File: config.mk
export PLATFORM = sky130hd
export DESIGN_NAME = bcd_addsub_cs
export DESIGN_NICKNAME = d
export VERILOG_FILES = /design/src/rtl/bcd_as_pkg.sv /design/src/rtl/bcd_digit_cs.sv /design/src/rtl/bcd_digit_fix.sv /design/src/rtl/bcd_addsub_cs.sv
export SDC_FILE = /design/constraint.sdc
export NUM_CORES = 1
export LEC_CHECK = 0
export BUFFER_PORTS_ARGS = -buffer_cell sky130_fd_sc_hd__buf_2
export CAP_MARGIN = 30
export CORE_MARGIN = 3
export CORE_UTILIZATION = 60
export DETAILED_ROUTE_END_ITERATION = 12
export GPL_TIMING_DRIVEN = 0
export PLACE_DENSITY = 0.82
export SYNTH_ARGS = -nofsm -noshare
export SYNTH_HDL_FRONTEND = slang
export SYNTH_SLANG_ARGS = --single-unit
export TNS_END_PERCENT = 30
File: constraint.sdc
create_clock -name clk -period 10.8 [get_ports clk]
set_clock_uncertainty 0.05 [all_clocks]
set_input_delay 1.62 -clock clk [delete_from_list [all_inputs] [get_ports clk]]
set_output_delay 1.62 -clock clk [all_outputs]
set_load 0.03 [all_outputs]
File: src/rtl/bcd_as_pkg.sv
package bcd_as_pkg;
   localparam int DIGIT_W = 4;
   typedef logic [DIGIT_W-1:0] digit_t;
   localparam digit_t DEC_FIX = 4'd6;
endpackage

File: src/rtl/bcd_digit_cs.sv
module bcd_digit_cs
   import bcd_as_pkg::*;
(
   input  digit_t a_d,
   input  digit_t b_d,
   input  logic   sub,
   output digit_t raw0,
   output digit_t raw1,
   output logic   co0,
   output logic   co1
);
   logic [5:0] s0, s1;
   logic [4:0] d0, d1;

   always_comb begin
      // biased sums: carry of a nibble equals the decimal carry of the digit
      s0 = {2'b00, a_d} + {2'b00, b_d} + {2'b00, DEC_FIX};
      s1 = s0 + 6'd1;
      // plain binary differences, bit 4 flags a borrow
      d0 = {1'b0, a_d} - {1'b0, b_d};
      d1 = d0 - 5'd1;
      if (sub) begin
         raw0 = d0[3:0];
         raw1 = d1[3:0];
         co0  = d0[4];
         co1  = d1[4];
      end else begin
         raw0 = s0[3:0];
         raw1 = s1[3:0];
         co0  = |s0[5:4];
         co1  = |s1[5:4];
      end
   end
endmodule

File: src/rtl/bcd_digit_fix.sv
module bcd_digit_fix
   import bcd_as_pkg::*;
(
   input  digit_t raw,
   input  logic   sub,
   input  logic   dc,
   output digit_t fixed
);
   logic adj;

   always_comb begin
      // add: correct digits without carry; subtract: correct digits with borrow
      adj   = sub ? dc : ~dc;
      fixed = adj ? digit_t'(raw - DEC_FIX) : raw;
   end
endmodule

File: src/rtl/bcd_addsub_cs.sv
module bcd_addsub_cs
   import bcd_as_pkg::*;
#(
   parameter int DIGITS = 8,
   localparam int W = DIGIT_W * DIGITS
) (
   input  logic         clk,
   input  logic         rst,
   input  logic         start,
   input  logic         sub,
   input  logic         cin,
   input  logic [W-1:0] a,
   input  logic [W-1:0] b,
   output logic [W-1:0] y,
   output logic         cout,
   output logic         done
);
   generate
      if (DIGITS < 1) begin : g_bad_digits
         $error("DIGITS must be at least 1");
      end
   endgenerate

   // ---------------- stage 1: carry-select chain ----------------
   logic [DIGITS-1:0][DIGIT_W-1:0] raw0_v, raw1_v, raw_sel;
   logic [DIGITS-1:0]              co0_v, co1_v;
   logic [DIGITS:0]                cy;

   logic                           s1_vld, s1_sub, s1_cout;
   logic [DIGITS-1:0][DIGIT_W-1:0] s1_raw;
   logic [DIGITS-1:0]              s1_dc;
   logic                           accept;

   assign cy[0]  = cin;
   assign accept = start & ~s1_vld;

   generate
      for (genvar i = 0; i < DIGITS; i++) begin : g_dig
         bcd_digit_cs u_cs (
            .a_d  (a[DIGIT_W*i +: DIGIT_W]),
            .b_d  (b[DIGIT_W*i +: DIGIT_W]),
            .sub  (sub),
            .raw0 (raw0_v[i]),
            .raw1 (raw1_v[i]),
            .co0  (co0_v[i]),
            .co1  (co1_v[i])
         );
         assign cy[i+1]    = cy[i] ? co1_v[i]  : co0_v[i];
         assign raw_sel[i] = cy[i] ? raw1_v[i] : raw0_v[i];

         // a carry for carry-in 0 implies a carry for carry-in 1
         p_sel_mono_r3: assert property (@(posedge clk) disable iff (rst)
            co0_v[i] |-> co1_v[i]);
      end
   endgenerate

   always_ff @(posedge clk) begin
      if (rst) begin
         s1_vld <= 1'b0;
      end else begin
         s1_vld <= accept;
      end
      if (accept) begin
         s1_sub  <= sub;
         s1_raw  <= raw_sel;
         s1_dc   <= cy[DIGITS:1];
         s1_cout <= cy[DIGITS];
      end
   end

   // ---------------- stage 2: per-digit correction ----------------
   logic [DIGITS-1:0][DIGIT_W-1:0] fix_v;

   generate
      for (genvar j = 0; j < DIGITS; j++) begin : g_fix
         bcd_digit_fix u_fix (
            .raw   (s1_raw[j]),
            .sub   (s1_sub),
            .dc    (s1_dc[j]),
            .fixed (fix_v[j])
         );

         // an addition digit without carry saw the bias, so raw >= 6
         p_nocarry_biased_r2: assert property (@(posedge clk) disable iff (rst)
            (s1_vld && !s1_sub && !s1_dc[j]) |-> (s1_raw[j] >= DEC_FIX));
      end
   endgenerate

   always_ff @(posedge clk) begin
      if (rst) begin
         y    <= '0;
         cout <= 1'b0;
         done <= 1'b0;
      end else begin
         done <= s1_vld;
         if (s1_vld) begin
            y    <= fix_v;
            cout <= s1_cout;
         end
      end
   end

   // a loaded first stage always completes on the next edge
   p_done_follows_r7: assert property (@(posedge clk) disable iff (rst)
      s1_vld |=> done);
   // done is a single-cycle pulse
   p_done_pulse_r7: assert property (@(posedge clk) disable iff (rst)
      done |=> !done);
   // no new operation is taken while the first stage is busy
   p_busy_ignore_r8: assert property (@(posedge clk) disable iff (rst)
      s1_vld |=> !s1_vld);
   // results change only together with done
   p_hold_r9: assert property (@(posedge clk) disable iff (rst)
      !done |-> ($stable(y) && $stable(cout)));
endmodule

==> key figures <==
STA
  • Minimum clock period: 6.90 ns
  • Setup violations, final: 0
  • RSZ-0062 raised after global routing: false
  • Worst slew margin: 0.463
  • Pins Over Slew Limit: 0
  • Slew at the pin with the worst max-slew slack: 0.802 ns
  • Fin crit share: 0.639
  • Final hold viol count: 0
  • Setup Total Neg Slack: 0 ns
  • Final worst slack: roughly 3.9 ns
  • Fmax: between 100 and 150 MHz

Flow run
  • Max-cap violations: 0

Synth
  • Synth unique cells: 80
  • Synthesized Nets: ~1.1k
  • Avg Inst Size Synth: 8.85 um2
  • Gate Count Post-Synth: around 900
  • Top FF cell, synth: edfxtp_1
  • Synth warn: 0
  • Register area share after synthesis: 0.244
  • Post-synth EDFFs: between 40 and 50
  • FF+latch count, synth: 76
  • Cell area after synthesis: between 0.007 and 0.008 mm2
  • Asr flop ratio synth: 0

Power and ir drop
  • Leak pwr: around 4 nW
  • Pwr per Cell Area: between 100 and 150 mW/mm2
  • Worst vdd ir: approximately 0.086 mV

Setup path
  • Class of the most critical setup path: in2reg
  • CP Max Fanout: 10
  • Crit path buf inv count: 3
  • CP max-delay cell: nor4_2
  • Cell Chain, Critical Path: buf_2, ha_1, fa_1, nor2b_1, o31ai_2, mux2_1, o311ai_1, a221oi_1, a2111oi_4, mux2i_1, buf_6, o21a_1, buf_4, mux2i_4, mux2i_1, nor4_2, nor2_2, mux4_2
  • Max stage delay on crit path: about 0.64 ns
  • Worst path most repeated cell: mux2i_1
  • Cell family with the largest share of critical-path delay: multiplexers
  • Worst path arrival time: about 6.9 ns
  • Critical path launch point type: input pin
  • Kind of end point of the critical path: flop
  • Required time of the worst setup path: between 10 and 15 ns

Placement
  • # port buffers: between 100 and 150
  • Placed Cells: roughly 1.2k
  • Placer Congestion: roughly 0.84
  • Dpl ws: ~3.6 ns
  • HPWL Detailed: 13.8 mm

Clock network
  • Clock transition at the registers of the reported paths: 0.06 ns
  • Clock latency on the worst-skew pair: 0.33 ns
  • TritonCTS clock tree: done
  • Number of CTS-inserted buffers: 9
  • Setup Buffers After CTS: 0
  • CTS-repair resized insts: 0
  • H-tree depth: 3
  • Hold-fix buffer count after cts: 0
  • CTS sink count: 76
  • CTS Buffer Depth: 2
  • CTS root buffer: clkbuf_16

Routing
  • WL/cell: ~15 um
  • Vias per inst: around 5.7
  • Routed vias: 6778
  • DR pass1 iterations: 5
  • ANT nets after route: 0
  • Final wirelength: roughly 18 mm
  • DRC viols: 0
  • Initial drt markers: roughly 400

Global route
  • Initial antenna violation count: 0
  • Total gr overflow: 0
  • First-pass GRT wire length: roughly 29 mm
  • GR peak layer: met2
  • Pin count of the biggest net entering global routing: 31
  • Met1 GRT Util: 0.307
  • M2 GR Usage: 0.436
  • Met3 Track Usage GR: 0.0412
  • Global Route Usage Sum: 0.243
  • Vias in the first global route: approximately 6.5k

Floorplan
  • Initial Utilization: 0.619
  • Die Y: 121 um
  • Core area: approximately 0.013 mm2
  • Row count: between 40 and 50
  • I/O pin cnt: slightly above 100
  • Die area: 0.0146 mm2
  • Die span in x: 121 um

Final layout
  • Fin cells: 1183
  • Share of cells above drive strength 1: 0.149
  • Diodes inserted: 0
  • Nets@finish: roughly 1.2k
  • Area grow syn2layout: 13.0%

Status
  • Outcome: complete, no violations

Worst hold path
  • HP Class: reg2reg
final cells by class:
type                       instances  area (um2)
buffer                            33         145
timing repair buffer             102         526
inverter                          90         338
clock buffer                      10         239
multi-input combinational        694        5500
sequential                        76        1930
tap                              172         215
clock inverter                     6        37.5
fill                            1036        3850
routing by layer:
metal / wire [um] / vias to the layer above
met5: 0 / -
met4: 292 / 0
met3: 904 / 24
met2: 8870 / 179
met1: 7470 / 3205
li1: - / 3370
flip-flops by register name (all words and copies together), names as in the netlist:
signal	flops
s1_vld	1
cout	1
s1_dc	7
y	32
s1_cout	1
s1_sub	1
done	1
s1_raw	32
power breakdown:
part           switching [mW]  internal [mW]
registers              0.0226          0.363
logic                   0.336          0.248
clock network           0.117          0.161
total                   0.475          0.772
worst register-to-register path, stage by stage, from the launching register on:
cell	delay (ns)
edfxtp_1	0.32
clkbuf_1	0.52
xor2_1	0.28
or3_1	0.37
a311oi_1	0.30
final timing paths:
| check | start | endpoint | slack (ns) | cells after the start |
|---|---|---|---|---|
| max | a[0] | s1_raw[29] | 3.90 | 18 |
| min reg2reg | s1_raw[28] | y[28] | 0.43 | 2 |
| min | s1_raw[28] | y[28] | 0.43 | 2 |
| max reg2reg | s1_sub | y[23] | 8.86 | 4 |
synthesized netlist by cell type, drive strengths merged, types with 14 or more instances:
cell type	count	area [um2]
nor2b	18	113
edfxtp	41	1230
ha	104	1300
nor3	14	70.1
a211oi	23	173
nor2	79	299
o21ai	37	185
nand2	62	233
a21oi	45	225
or3	17	106
mux2i	30	313
fa	16	320
dfxtp	35	701
xor2	39	349
inv	90	338
clkbuf	23	86.3
xnor2	51	454
stage by stage:
| step | total power, mW | utilization | hold WS (ns) | area [um2] |
|---|---|---|---|---|
| floorplan | 0.833 | - | 0.407 | 7900 |
| global placement | 0.948 | 0.675 | 0.412 | 8620 |
| detailed placement | 0.967 | 0.677 | 0.427 | 8650 |
| CTS | 1.25 | 0.699 | 0.435 | 8930 |
| global route | 1.33 | 0.699 | 0.455 | 8930 |
| finish | 1.25 | 0.699 | 0.434 | 8930 |
logic make-up (layout without fill, tap and decap cells):
logic type,count (synthesis),in the layout,share of synthesized area
buf+inv,123,241,0.0611
compound gates,180,180,0.157
flops,76,76,0.244
simple gates,264,264,0.167
fa+ha+maj,120,120,0.205
mux,40,40,0.0638
xor+xnor,90,90,0.102
cell usage in the layout, fill, tap and decap left out, types with 4 or more instances in the layout:
| master | count |
|---|---|
| nand3_1 | 12 |
| nand2_1 | 62 |
| o21bai_1 | 5 |
| and3_1 | 5 |
| mux2i_1 | 29 |
| nor3_1 | 14 |
| a311oi_1 | 10 |
| mux4_2 | 7 |
| fa_1 | 16 |
| buf_2 | 103 |
| ha_1 | 104 |
| xnor2_1 | 50 |
| inv_1 | 88 |
| and2_1 | 8 |
| o21a_1 | 4 |
| a21oi_1 | 45 |
| a21o_1 | 12 |
| nand2b_1 | 10 |
| nor2_1 | 78 |
| o21ai_0 | 30 |
| nand4_1 | 12 |
| a31oi_1 | 5 |
| buf_1 | 5 |
| dfxtp_1 | 35 |
| nor2b_1 | 17 |
| or3_1 | 17 |
| o311ai_0 | 4 |
| o21ai_1 | 7 |
| clkbuf_16 | 9 |
| xor2_1 | 38 |
| edfxtp_1 | 41 |
| nor3b_1 | 4 |
| clkbuf_1 | 23 |
| a211oi_1 | 23 |
No activity file was read; power rests on OpenSTA's default activity.
